[src/rtl/arm_trk_pkg.sv]
package arm_trk_pkg;

    typedef enum logic [2:0] {
        ST_IDLE,
        ST_REQ,
        ST_RDYLO,
        ST_RDYHI,
        ST_ARMED
    } trk_state_e;

endpackage

[src/rtl/arm_sig_cond.sv]
module arm_sig_cond #(
    parameter int SYNC_STAGES = 2,
    parameter int DEB_CYC     = 2,
    parameter bit RST_VAL     = 1'b0
) (
    input  logic clk,
    input  logic rst_n,
    input  logic raw_i,
    output logic clean_o
);
    localparam int CW = (DEB_CYC > 1) ? $clog2(DEB_CYC + 1) : 1;

    logic [SYNC_STAGES-1:0] sync_q, sync_d;
    logic [CW-1:0]          cnt_q, cnt_d;
    logic                   out_q, out_d;
    logic                   s_last;

    assign s_last = sync_q[SYNC_STAGES-1];

    always_comb begin
        sync_d = {sync_q[SYNC_STAGES-2:0], raw_i};
        cnt_d  = '0;
        out_d  = out_q;
        if (s_last != out_q) begin
            if (cnt_q == CW'(DEB_CYC - 1)) begin
                out_d = s_last;
            end else begin
                cnt_d = cnt_q + 1'b1;
            end
        end
    end

    always_ff @(posedge clk or negedge rst_n) begin
        if (!rst_n) begin
            sync_q <= {SYNC_STAGES{RST_VAL}};
            cnt_q  <= '0;
            out_q  <= RST_VAL;
        end else begin
            sync_q <= sync_d;
            cnt_q  <= cnt_d;
            out_q  <= out_d;
        end
    end

    assign clean_o = out_q;

    AST_DEB_FOLLOWS_SYNC: assert property (@(posedge clk) disable iff (!rst_n)
        (out_q != $past(out_q)) |-> (out_q == $past(s_last)));

endmodule

[src/rtl/arm_cyl_calc.sv]
module arm_cyl_calc #(
    parameter int CYL_MAX = 202,
    parameter int CW      = $clog2(CYL_MAX + 1)
) (
    input  logic [CW-1:0] cur_i,
    input  logic          fwd_i,
    input  logic          two_i,
    output logic [CW-1:0] nxt_o
);
    logic [CW:0] delta;
    logic [CW:0] sum;

    always_comb begin
        delta = two_i ? (CW+1)'(2) : (CW+1)'(1);
        sum   = {1'b0, cur_i} + delta;
        if (fwd_i) begin
            nxt_o = (sum > (CW+1)'(CYL_MAX)) ? CW'(CYL_MAX) : sum[CW-1:0];
        end else begin
            nxt_o = ({1'b0, cur_i} < delta) ? '0 : CW'({1'b0, cur_i} - delta);
        end
    end

endmodule

[src/rtl/arm_pos_tracker.sv]
module arm_pos_tracker
    import arm_trk_pkg::*;
#(
    parameter int CYL_MAX     = 202,
    parameter int SYNC_STAGES = 2,
    parameter int DEB_CYC     = 2,
    parameter int TMO_CYC     = 12_500_000,
    parameter int SETTLE_CYC  = 2_500_000,
    localparam int CW         = $clog2(CYL_MAX + 1)
) (
    input  logic          clk,
    input  logic          rst_n,
    input  logic          step_req_i,
    input  logic          dir_fwd_i,
    input  logic          step2_i,
    input  logic          drv_ready_i,
    input  logic          home_i,
    output logic [CW-1:0] cyl_o,
    output logic          seek_o,
    output logic          stall_o
);
    localparam int NCH  = 5;
    localparam int TMAX = (TMO_CYC > SETTLE_CYC) ? TMO_CYC : SETTLE_CYC;
    localparam int TW   = $clog2(TMAX + 1);

    typedef struct packed {
        trk_state_e    state;
        logic [CW-1:0] cyl;
        logic          dir_fwd;
        logic          two;
        logic          first;
        logic          req_prev;
        logic          stall;
        logic [TW-1:0] tmo;
    } trk_regs_t;

    trk_regs_t q, d;

    logic [NCH-1:0] raw_vec, cln_vec;
    logic           req_s, rdy_s, dir_s, two_s, home_s;
    logic [CW-1:0]  cyl_next;

    assign raw_vec = {home_i, step2_i, dir_fwd_i, drv_ready_i, step_req_i};

    for (genvar g = 0; g < NCH; g++) begin : g_cond
        arm_sig_cond #(
            .SYNC_STAGES(SYNC_STAGES),
            .DEB_CYC    ((g < 2) ? DEB_CYC : 1),
            .RST_VAL    (g == 1)
        ) u_cond (
            .clk    (clk),
            .rst_n  (rst_n),
            .raw_i  (raw_vec[g]),
            .clean_o(cln_vec[g])
        );
    end

    assign req_s  = cln_vec[0];
    assign rdy_s  = cln_vec[1];
    assign dir_s  = cln_vec[2];
    assign two_s  = cln_vec[3];
    assign home_s = cln_vec[4];

    arm_cyl_calc #(
        .CYL_MAX(CYL_MAX),
        .CW     (CW)
    ) u_calc (
        .cur_i(q.cyl),
        .fwd_i(q.dir_fwd),
        .two_i(q.two),
        .nxt_o(cyl_next)
    );

    always_comb begin
        d          = q;
        d.req_prev = req_s;
        d.tmo      = q.tmo + 1'b1;
        case (q.state)
            ST_IDLE: begin
                d.tmo = '0;
                if (home_s) d.cyl = '0;
                if (req_s && !q.req_prev) begin
                    d.state = ST_REQ;
                    d.stall = 1'b0;
                    d.first = 1'b1;
                end
            end
            ST_REQ: begin
                if (q.first) d.dir_fwd = dir_s;
                d.two = two_s;
                if (!req_s) begin
                    d.state = ST_RDYLO;
                    d.tmo   = '0;
                end
            end
            ST_RDYLO: begin
                if (!rdy_s) begin
                    d.state = ST_RDYHI;
                    d.tmo   = '0;
                end
            end
            ST_RDYHI: begin
                if (rdy_s) begin
                    d.cyl   = cyl_next;
                    d.state = ST_ARMED;
                    d.first = 1'b0;
                    d.tmo   = '0;
                end
            end
            ST_ARMED: begin
                if (home_s) d.cyl = '0;
                if (req_s) begin
                    d.state = ST_REQ;
                    d.tmo   = '0;
                end else if (q.tmo == TW'(SETTLE_CYC - 1)) begin
                    d.state = ST_IDLE;
                    d.tmo   = '0;
                end
            end
            default: begin
                d.state = ST_IDLE;
                d.tmo   = '0;
            end
        endcase
        if ((q.state == ST_REQ || q.state == ST_RDYLO || q.state == ST_RDYHI) &&
            d.state == q.state && q.tmo == TW'(TMO_CYC - 1)) begin
            d.state = ST_IDLE;
            d.stall = 1'b1;
            d.tmo   = '0;
        end
    end

    always_ff @(posedge clk or negedge rst_n) begin
        if (!rst_n) begin
            q.state    <= ST_IDLE;
            q.cyl      <= '0;
            q.dir_fwd  <= 1'b0;
            q.two      <= 1'b0;
            q.first    <= 1'b0;
            q.req_prev <= 1'b0;
            q.stall    <= 1'b0;
            q.tmo      <= '0;
        end else begin
            q <= d;
        end
    end

    assign cyl_o   = q.cyl;
    assign seek_o  = (q.state != ST_IDLE);
    assign stall_o = q.stall;

    AST_CYL_IN_RANGE: assert property (@(posedge clk) disable iff (!rst_n)
        q.cyl <= CW'(CYL_MAX));

    AST_DIR_LOCKED: assert property (@(posedge clk) disable iff (!rst_n)
        !(q.state == ST_REQ && q.first) |=> $stable(q.dir_fwd));

    AST_SIZE_HELD: assert property (@(posedge clk) disable iff (!rst_n)
        (q.state == ST_RDYLO || q.state == ST_RDYHI) |=> $stable(q.two));

    AST_NO_EARLY_UPDATE: assert property (@(posedge clk) disable iff (!rst_n)
        (q.state == ST_REQ || q.state == ST_RDYLO) |=> $stable(q.cyl));

    AST_STALL_TO_IDLE: assert property (@(posedge clk) disable iff (!rst_n)
        $rose(q.stall) |-> (q.state == ST_IDLE));

    AST_TMO_BOUND: assert property (@(posedge clk) disable iff (!rst_n)
        q.tmo <= TW'(TMAX));

endmodule

[config.mk]
export PLATFORM = sky130hd
export DESIGN_NAME = arm_pos_tracker
export DESIGN_NICKNAME = d
export VERILOG_FILES = /design/src/rtl/arm_trk_pkg.sv /design/src/rtl/arm_sig_cond.sv /design/src/rtl/arm_cyl_calc.sv /design/src/rtl/arm_pos_tracker.sv
export SDC_FILE = /design/constraint.sdc
export NUM_CORES = 1
export LEC_CHECK = 0
export ABC_CLOCK_PERIOD_IN_PS = 2700
export BUFFER_PORTS_ARGS = -buffer_cell sky130_fd_sc_hd__buf_2
export CORE_ASPECT_RATIO = 0.7
export CORE_MARGIN = 10
export CORE_UTILIZATION = 55
export DETAILED_ROUTE_END_ITERATION = 16
export PLACE_DENSITY = 0.81
export SETUP_SLACK_MARGIN = 0.1
export SLEW_MARGIN = 15
export SYNTH_ARGS = -nofsm -noshare
export SYNTH_HDL_FRONTEND = slang
export SYNTH_SLANG_ARGS = --single-unit
[constraint.sdc]
create_clock -name clk -period 2.7 [get_ports clk]
set_input_delay 0.54 -clock clk [delete_from_list [all_inputs] [get_ports clk]]
set_output_delay 0.54 -clock clk [all_outputs]
set_load 0.02 [all_outputs]
==> results of run 1 <==
==> per-stage QoR <==
stage	power [uW]	hold WS (ns)
after floorplan	2100	0.244
after global placement	2290	0.331
after detailed placement	2330	0.335
after CTS	3350	0.230
after global routing	3550	0.254
final	3350	0.225
==> cell type report <==
class	count	area (sq um)
Clock buffer	9	124
Clock inverter	7	124
Fill cell	418	1890
Inverter	14	52.6
Multi-Input combinational cell	227	1460
Sequential cell	59	1480
Tap cell	72	90.1
Timing Repair Buffer	25	148
==> cells in the mapped netlist (all sizes together) (9+ instances only) <==
cell / n
dfrtp: 56
nor2: 42
nand2: 29
inv: 14
xnor2: 13
a21oi: 12
buf: 12
xor2: 12
clkbuf: 11
nand3: 11
o21ai: 10
nor3: 9
==> per-layer routing <==
layer  GRT usage, %  wire length (um)  up-vias
li1               -                 -     1137
met1           22.3              3130     1116
met2           19.3              2750      123
met3           5.56               605       14
met4           4.74               103        0
met5              0                 0        -
==> kinds of logic after synthesis <==
group           share of synthesized area (%)
xor+xnor                                 6.99
buf+inv                                  6.35
flops                                    47.2
simple gates                             22.2
fa+ha+maj                                3.27
compound gates                           13.3
mux                                     0.719
==> sequential cells by signal, summed over array words and instances, names as in the netlist <==
register	flops
cyl_o	8
g_cond.u_cond.clean_o	5
g_cond.u_cond.cnt_q	4
g_cond.u_cond.sync_q	10
q	31
stall_o	1
==> what timing repair did <==
item | in CTS | in global routing
setup endpoints to repair | 2 | 14
resized for setup | 1 | 1
pin swaps | 0 | 0
hold endpoints to repair | 0 | 0
==> worst reg2reg max path, delay by kind of cell, from the launching register on <==
kind | cells | cell delay [ns]
compound gates | 5 | 1.11
flops | 1 | 0.40
buf+inv | 1 | 0.08
simple gates | 1 | 0.17
fa+ha+maj | 2 | 0.66
==> worst paths after layout <==
path | slack [ns] | end | cells after the start | start
worst max-delay path | 0.19 | cyl_o[7]$_DFFE_PN0P_ | 9 | q[27]$_DFFE_PN0P_
worst min-delay path | 0.23 | g_cond[2].u_cond.sync_q[1]$_DFF_PN0_ | 1 | rst_n
worst max register to register | 0.19 | cyl_o[7]$_DFFE_PN0P_ | 9 | q[27]$_DFFE_PN0P_
worst min register to register | 0.35 | g_cond[4].u_cond.clean_o$_DFFE_PN0P_ | 0 | g_cond[4].u_cond.sync_q[1]$_DFF_PN0_
max in group asynchronous | 1.81 | stall_o$_DFFE_PN0P_ | 2 | rst_n
min in group clk | 0.30 | g_cond[1].u_cond.sync_q[0]$_DFF_PN1_ | 1 | drv_ready_i
==> power breakdown <==
part | switching, uW | internal [uW]
combinational | 670 | 437
sequential | 217 | 1030
clock | 377 | 619
total | 1260 | 2080
==> results.md, run 1 <==
- Status: complete, no violations
- Design area: 3480 sq um
- Yosys cell types: 57
- Clk_lat worst skew: 0.34 ns
- Clk buf depth: 2
- CTS sink cnt: 59
- Vias: ~2400
- Most frequent cells in the layout: dfrtp_1 (55), nor2_1 (41), nand2_1 (29), buf_2 (16), inv_1 (14)
- Post-synth EDFFs: 0
- Share of the synthesized area in the top cell type: between 40% and 50%
- CP bufs+invs: 1
- CTS tree: built
- Reg clk slew, reported paths: 0.07 ns
- Ys flop type: dfrtp_1
- Slew HR: about half
- Most common cell after layout, fill and taps aside: dfrtp_1
- Flops & latches, synth: ~60
- Clk Tree Root Cell: clkbuf_8
- Syn Nets: between 300 and 400
- ANT nets after route: 0
- Die Height: 83.2 um
- Die Area: approximately 9200 sq um
- Final setup vio count: 0
- Dpl ws: ~0.028 ns
- Post-Syn Instances: roughly 320
- Cts hold-fix bufs: 0
- Post-DP HPWL: 4680 um
- TritonRoute pass-1 iters: 5
- CP Launch Type: flip-flop
- Maximum clock frequency: approximately 400 MHz
- Synth area leader: dfrtp_1
- Required time of the critical path: a little under 3 ns
- Slew Viols, Final: 0
- I/O Buffers: 16
- Crit share post-route: around 93%
- Post-route setup TNS: 0 ns
- Initial antenna violation count: 0
- First-pass GRT wire length: between 10000 and 15000 um
- VDD IR max: just over 0.6 mV
- Max Cap Violations: 0
- CTS Buf Count: 9
- CTS H-tree lvls: 3
- WP data arrival: around 2.7 ns
- Worst Setup End Kind: flip-flop
- Ys Warns: 0
- Final setup margin: 0.192 ns
- Critical path, cell by cell: inv_1 > ha_1 > fa_1 > nor2b_1 > o21ai_0 > a22oi_1 > o221ai_2 > o211ai_1 > a22o_1
- Clk_skew: roughly 0.0064 ns
- Post-CTS Repair Setup Buffers: 0
- Crit-path slowest cell: fa_1
- Final core occ: about two thirds
- Gr usage total: about 15%
- Routability cong.: 0.916
- Pin count of the biggest net entering global routing: 32
- Core Box Area: between 5000 and 6000 sq um
- Layout cells sized above 1: approximately 17%
- Initial Util: between 50% and 60%
- CP delay by family, top: compound AO/OA/AOI/OAI gates
- Fin crit period: between 2 and 3 ns
- Worst setup path class: reg -> reg
- Ys async rst share: 100%
- Post-Route WL: 6580 um
- Area added between synthesis and finish: 11.1%
- Grt total ovfl: 0
- Io pins: 17
- Mapped Area: between 3000 and 4000 sq um
- Row count: 22
- Hold Vio Cnt, Final: 0
- Lkg Pwr: between 0.001 and 0.0015 uW
- Die Wd: 110 um
- Layout Cells excl Fill: around 410
- Antenna diodes: 0
- PwrDens: approximately 960 nW/um^2
- Per-cell routed wire length: about 16 um
- # DRC: 0
- Starting DRT DRC Count: about 280
- Max stage delay on crit path: roughly 0.45 ns
- Number of global-route vias before repair: about 2200
- Inst Count DP: roughly 400
- Avg Cell Area, Syn: 9.70 sq um
- Net count, final: 350
- Worst slew pin tran: just over 0.7 ns
- Crit path max fanout: 8
- Post-DP Area: 3230 sq um
- Synth area leaders: dfrtp_1 (45%), nor2_1 (4.9%), xnor2_1 (3.6%)
- Register area share after synthesis: between 40% and 50%
- RSZ-0062 raised after global routing: no
- Hold Crit Class: in -> async
- Via density: about 5.8
(Power assumes the default switching activity.)
==> run 2: changes to the inputs <==
--- a/config.mk
+++ b/config.mk
@@ -5,6 +5,7 @@
 export SDC_FILE = /design/constraint.sdc
 export NUM_CORES = 1
 export LEC_CHECK = 0
+export ABC_AREA = 1
 export ABC_CLOCK_PERIOD_IN_PS = 2700
 export BUFFER_PORTS_ARGS = -buffer_cell sky130_fd_sc_hd__buf_2
 export CORE_ASPECT_RATIO = 0.7
==> run 2 against run 1 <==
Synthesized cell count rose by 46%. Combinational power rose by 17%. Maximum frequency rose by 15%. Count of clock-buffer cells in the layout rose by 1. Wire length rose by 17%. Sequential power barely moved. Non-clock buffer count fell by 8. First-iteration DRC count rose by 6.8%. Critical endpoint is now cyl_o[0]$_DFFE_PN0P_. Largest power group is now combinational logic. Highest routed layer unchanged.
==> results.md, run 2 <==
- Per-cell routed wire length: approximately 13 um
- Ys async rst share: 100%
- Yosys cell types: 39
- Synth area leaders: dfrtp_1 (40%), nand2_1 (14%), nor2_1 (7.5%)
- Layout Cells excl Fill: 569
- Dpl ws: ~0.54 ns
- Layout cells sized above 1: between 10% and 20%
- Hold Startpoint: drv_ready_i
- Top-count cell post-synth: nand2_1
- Inst Count DP: around 550
- CTS H-tree lvls: 3
- Area added between synthesis and finish: 8.30%
- Pwr Total: around 3400 uW
- Slew HR: 51.8%
- Avg Cell Area, Syn: about 7.4 sq um
- Net Sw Frac: between 40% and 50%
- Post-synth EDFFs: 0
- Die Height: roughly 87 um
- Gr busiest metal: met2
- Net count, final: 500
- Synth area leader: dfrtp_1
- Die Area: 9960 sq um
- CTS tree: built
- Worst setup path class: reg -> reg
- Post-CTS Repair Setup Buffers: 0
- Post-DP HPWL: between 5000 and 6000 um
- Hold Vio Cnt, Final: 0
- Post-route setup TNS: 0 ns
- Cts hold-fix bufs: 0
- ANT nets after route: 0
- Worst slew pin tran: 0.723 ns
- Share of the synthesized area in the top cell type: around 40%
- Clk_skew: 0.0137 ns
- Worst Setup End Kind: flip-flop
- Antenna diodes: 0
- Vias: roughly 3000
- Max Cap Violations: 0
- Crit share post-route: between 80 and 90%
- Routability cong.: around 0.98
- Maximum clock frequency: 458 MHz
- Clock power share: 24.9%
- Post-Syn Instances: 473
- Grt met2 use: 24.1%
- Fin crit period: 2.18 ns
- Slew Viols, Final: 0
- Status: complete, no violations
- Met3 GRT Util: between 4 and 5%
- CP Launch Type: flip-flop
- Crit path max fanout: 5
- Hold slack: about 0.29 ns
- # DRC: 0
- Number of global-route vias before repair: around 2900
- Flops & latches, synth: 59
- Post-cts resize count: 0
- PwrDens: a little under 900 nW/um^2
- VDD IR max: about 0.61 mV
- Die Wd: roughly 120 um
- First-pass GRT wire length: between 10000 and 15000 um
- CTS Buf Count: 9
- Final setup margin: 0.518 ns
- Clk_lat worst skew: approximately 0.35 ns
- Hold Crit Class: in -> reg
- Logic pwr share: 38.8%
- Reg clk slew, reported paths: 0.07 ns
- Io pins: 17
- Most frequent cells in the layout: nand2_1 (133), nor2_1 (70), inv_1 (65), dfrtp_1 (56), nand3_1 (28)
- Via density: 5.39
- Row count: 24
- Largest Register: q
- Met1 usage: ~22%
- Pin count of the biggest net entering global routing: 60
- Fill cells: between 500 and 600
- Most common cell after layout, fill and taps aside: nand2_1
- Starting DRT DRC Count: between 200 and 300
- Grt total ovfl: 0
- Internal power: 1900 uW
- Flop pwr share: 36.3%
- Reg2Reg Launch Point: q[27]$_DFFE_PN0P_
- I/O Buffers: 16
- Final setup vio count: 0
- Ys Warns: 0
- Ys flop type: dfrtp_1
- CTS sink cnt: 59
- WP data arrival: about 2.4 ns
- Clk Tree Root Cell: clkbuf_8
- Core Box Area: about 6200 sq um
- Gr usage total: between 10% and 20%
- Mapped Area: between 3000 and 4000 sq um
- Required time of the critical path: approximately 2.9 ns
- Post-Route WL: ~7700 um
- Initial Util: a little under three fifths
- Initial antenna violation count: 0
- Commonest cells post-synth: nand2_1 (133), nor2_1 (70), inv_1 (65)
- Clk buf depth: 2
- Lkg Pwr: 0.00186 uW
- Syn Nets: between 400 and 500
- Max reg flops: 31
- TritonRoute pass-1 iters: 5
- CP startpoint: q[27]$_DFFE_PN0P_
- Switching power: around 1500 uW
- RSZ-0062 raised after global routing: no
- Register area share after synthesis: a little over two fifths
[run 2: critical path, cell delays in order (launching register included)]
cell and delay (ns):
dfrtp_1 0.39, inv_1 0.13, ha_1 0.24, fa_1 0.39, nand2_1 0.12, inv_1 0.06, nand2_2 0.08, inv_1 0.05
nand2_1 0.05, nand2_1 0.06, nor2_1 0.10, nand2_1 0.10, nand2_1 0.09, nand2_2 0.08, nand2_1 0.08, nand2_1 0.04
[run 2: area by class of cell]
cell class	instances	area (sq um)	share of cell area, %
clock buffer	10	138	3.65
clock inverter	6	71.3	1.89
inverter	71	267	7.07
multi-input combinational	328	1630	43.2
sequential	59	1480	39.3
tap	78	97.6	2.59
timing repair buffer	17	87.6	2.32
[run 2: final timing paths]
path,slack (ns),cells past startpoint,endpoint
min in group asynchronous,0.33,2,q[25]$_DFF_PN0_
max reg2reg,0.52,15,cyl_o[0]$_DFFE_PN0P_
max,0.52,15,cyl_o[0]$_DFFE_PN0P_
min,0.29,1,g_cond[1].u_cond.sync_q[0]$_DFF_PN1_
max in group asynchronous,1.87,2,q[8]$_DFF_PN0_
min reg2reg,0.34,0,g_cond[4].u_cond.clean_o$_DFFE_PN0P_
[run 2: cell families (layout without fill, tap and decap cells)]
group / Yosys count / in the layout / synth area share, %
AOI/OAI and AO/OA: 34 / 34 / 5.50
DFF: 59 / 59 / 42.5
xor gates and xnor gates: 12 / 12 / 3.02
adders and majority gates: 7 / 7 / 2.95
and+or+nand+nor: 275 / 275 / 35.3
buffers and inverters: 86 / 104 / 10.7
[run 2: stage by stage]
stage | area (sq um) | util (%)
finish | 3770 | 60.9
global route | 3770 | 60.9
CTS | 3770 | 60.9
detailed placement | 3560 | 57.6
global placement | 3560 | 57.6
floorplan | 3480 | -
[run 2: power by group through the flow]
stage	Sequential (uW)	Combinational [uW]	Clock (uW)
2_1_floorplan	1170	1050	0
3_3_place_gp	1220	1220	0
3_5_place_dp	1230	1260	0
4_1_cts	1210	1280	849
5_1_grt	1240	1470	895
6_report	1220	1300	837
[run 2: routing by layer]
layer	wire [um]	share of wire, %
met1	3650	47
met2	3240	42
met3	643	8.4
met4	149	1.9
met5	0	0
==> run 3: changes to the inputs <==
--- a/config.mk
+++ b/config.mk
@@ -6,7 +6,7 @@
 export NUM_CORES = 1
 export LEC_CHECK = 0
 export ABC_AREA = 1
-export ABC_CLOCK_PERIOD_IN_PS = 2700
+export ABC_CLOCK_PERIOD_IN_PS = 2300
 export BUFFER_PORTS_ARGS = -buffer_cell sky130_fd_sc_hd__buf_2
 export CORE_ASPECT_RATIO = 0.7
 export CORE_MARGIN = 10
==> constraint.sdc (replaced) <==
create_clock -name clk -period 2.3 [get_ports clk]
set_input_delay 0.46 -clock clk [delete_from_list [all_inputs] [get_ports clk]]
set_output_delay 0.46 -clock clk [all_outputs]
set_load 0.02 [all_outputs]
==> run 3 against run 2 <==
Wire length about the same. Power up 15%. Clock power grew 3.1%. Flip-flop and latch count unchanged. Non-clock buffer count increased by 5. Die area unchanged. Clock skew is 0.0017 ns lower. Cell count rose by 0.88%. Setup slack lost 0.33 ns. Critical path depth stayed put. Critical endpoint is now cyl_o[2]$_DFFE_PN0P_. Largest cell class unchanged. Highest routed layer unchanged.
==> results.md, run 3 (synthesized netlist as in run 2, its figures left out) <==
- Die Wd: ~120 um
- I/O Buffers: 16
- Initial antenna violation count: 0
- CTS H-tree lvls: 3
- Number of global-route vias before repair: around 2900
- Post-Route WL: 7670 um
- Max Cap Violations: 0
- Maximum clock frequency: between 400 and 500 MHz
- Post-DP HPWL: roughly 5600 um
- Net Sw Frac: around 44%
- Row count: 24
- Lkg Pwr: roughly 0.0019 uW
- Most frequent cells in the layout: nand2_1 (132), nor2_1 (70), inv_1 (64), dfrtp_1 (56), nand3_1 (28)
- Per-cell routed wire length: 13.4 um
- Status: complete, no violations
- Io pins: 17
- Post-route setup TNS: 0 ns
- Net count, final: 505
- CTS sink cnt: roughly 60
- Internal power: approximately 2200 uW
- # DRC: 0
- Initial Util: 56.3%
- Slew Viols, Final: 0
- Post-DP Area: 3580 sq um
- Pin count of the biggest net entering global routing: 37
- CTS Buf Count: 9
- WP data arrival: 2.34 ns
- Routability cong.: between 0.9 and 1
- TritonRoute pass-1 iters: 6
- Required time of the critical path: between 2 and 3 ns
- Antenna diodes: 0
- Die Area: 9960 sq um
- Clock power share: 22.3%
- CTS tree: built
- Design area: 3800 sq um
- VDD IR max: 0.761 mV
- Clk_skew: between 0.01 and 0.015 ns
- Worst slew pin tran: 0.545 ns
- Grt total ovfl: 0
- Most common cell after layout, fill and taps aside: nand2_1
- PwrDens: 1020 nW/um^2
- Max reg flops: 31
- Fin crit period: about 2.1 ns
- Starting DRT DRC Count: approximately 260
- First-pass GRT wire length: between 10000 and 15000 um
- Hold Crit Class: in -> async
- Hold Vio Cnt, Final: 0
- Slew HR: a little under two thirds
- RSZ-0062 raised after global routing: no
- Clk buf depth: 2
- Flop pwr share: 37.0%
- Switching power: around 1700 uW
- Worst setup path class: reg -> reg
- Crit share post-route: between 90% and 100%
- Largest Register: q
- Die Height: ~87 um
- Area added between synthesis and finish: 9.13%
- Clk Tree Root Cell: clkbuf_8
- Final setup vio count: 0
- ANT nets after route: 0
- Clk_lat worst skew: ~0.35 ns
- Vias: 3059
- Worst Setup End Kind: flip-flop
- Logic pwr share: about two fifths
- Via density: between 5 and 6
- CP Launch Type: flip-flop
- Crit path max fanout: 5
- Layout cells sized above 1: roughly 14%
- Gr usage total: 16.1%
- Reg clk slew, reported paths: 0.08 ns
- Core Box Area: ~6200 sq um
run 3: changes by cell type in the layout (fill, tap and decap cells not counted):
cell / previous run / this run
nand2_1: 133 / 132
inv_2: 6 / 7
fa_1: 2 / 1
clkbuf_8: 10 / 9
bufinv_16: 1 / 0
buf_4: 1 / 5
buf_12: 0 / 1
nand2_2: 6 / 7
inv_1: 65 / 64
fa_2: 0 / 1
inv_6: 2 / 4
run 3: final cells by class:
cell class | instances | area, sq um
Multi-Input combinational cell | 328 | 1630
Tap cell | 78 | 97.6
Timing Repair Buffer | 22 | 138
Fill cell | 533 | 2390
Clock inverter | 7 | 58.8
Sequential cell | 59 | 1480
Clock buffer | 9 | 124
Inverter | 71 | 267
run 3: worst max-delay path, cell delays in order (launching register included):
cell and delay, ns:
dfrtp_1 0.42, inv_2 0.09, ha_1 0.23, fa_2 0.36, nand2_2 0.10, inv_1 0.06, nand2_2 0.08, inv_1 0.06
nand2_1 0.05, nand2_1 0.07, nor2_1 0.11, nand2_1 0.10, nand2_1 0.09, nand2_2 0.07, nand2_1 0.08, nand2_1 0.05
run 3: worst paths after layout:
kind                                                            from                              endpoint  slack (ns)  cells after the start
worst max-delay path                               q[27]$_DFFE_PN0P_                  cyl_o[2]$_DFFE_PN0P_        0.19                     15
worst min-delay path                                           rst_n                       q[14]$_DFF_PN0_        0.09                      1
max in group asynchronous                                      rst_n  g_cond[1].u_cond.clean_o$_DFFE_PN1P_        1.58                      2
worst min register to register  g_cond[2].u_cond.sync_q[0]$_DFF_PN0_  g_cond[2].u_cond.sync_q[1]$_DFF_PN0_        0.35                      0
worst max register to register                     q[27]$_DFFE_PN0P_                  cyl_o[2]$_DFFE_PN0P_        0.19                     15
min in group clk                                         drv_ready_i  g_cond[1].u_cond.sync_q[0]$_DFF_PN1_        0.21                      1
run 3: power groups by stage:
stage          logic (uW)  clock network [uW]  registers [uW]
2_1_floorplan        1230                   0            1370
3_3_place_gp         1480                   0            1430
3_5_place_dp         1500                   0            1440
4_1_cts              1510                 892            1420
5_1_grt              1780                 943            1460
6_report             1570                 863            1430
run 3: what timing repair did:
item | in CTS | in global routing
setup buffers | 0 | 4
resized for setup | 0 | 3
hold buffers | 0 | 0
endpoints found under the setup margin | 0 | 7
run 3: metal layers:
| metal | vias to the layer above | share of wire, % | track usage, % |
|---|---|---|---|
| met5 | - | 0 | 0 |
| met4 | 0 | 1.7 | 5.61 |
| met3 | 23 | 7.5 | 4.49 |
| met2 | 119 | 43 | 24.4 |
| met1 | 1404 | 48 | 21.5 |
| li1 | 1513 | - | - |
run 3: stage by stage:
stage | utilization [%] | hold slack [ns] | power, uW | setup slack, ns | instances
final | 61.4 | 0.0906 | 3870 | 0.190 | 574
after global routing | 61.4 | 0.108 | 4180 | 0.0717 | 574
after CTS | 60.8 | 0.0976 | 3830 | 0.113 | 570
after detailed placement | 57.9 | 0.336 | 2940 | 0.114 | 554
after global placement | 57.9 | 0.334 | 2910 | 0.249 | 554
after floorplan | - | 0.164 | 2600 | 0.344 | 473
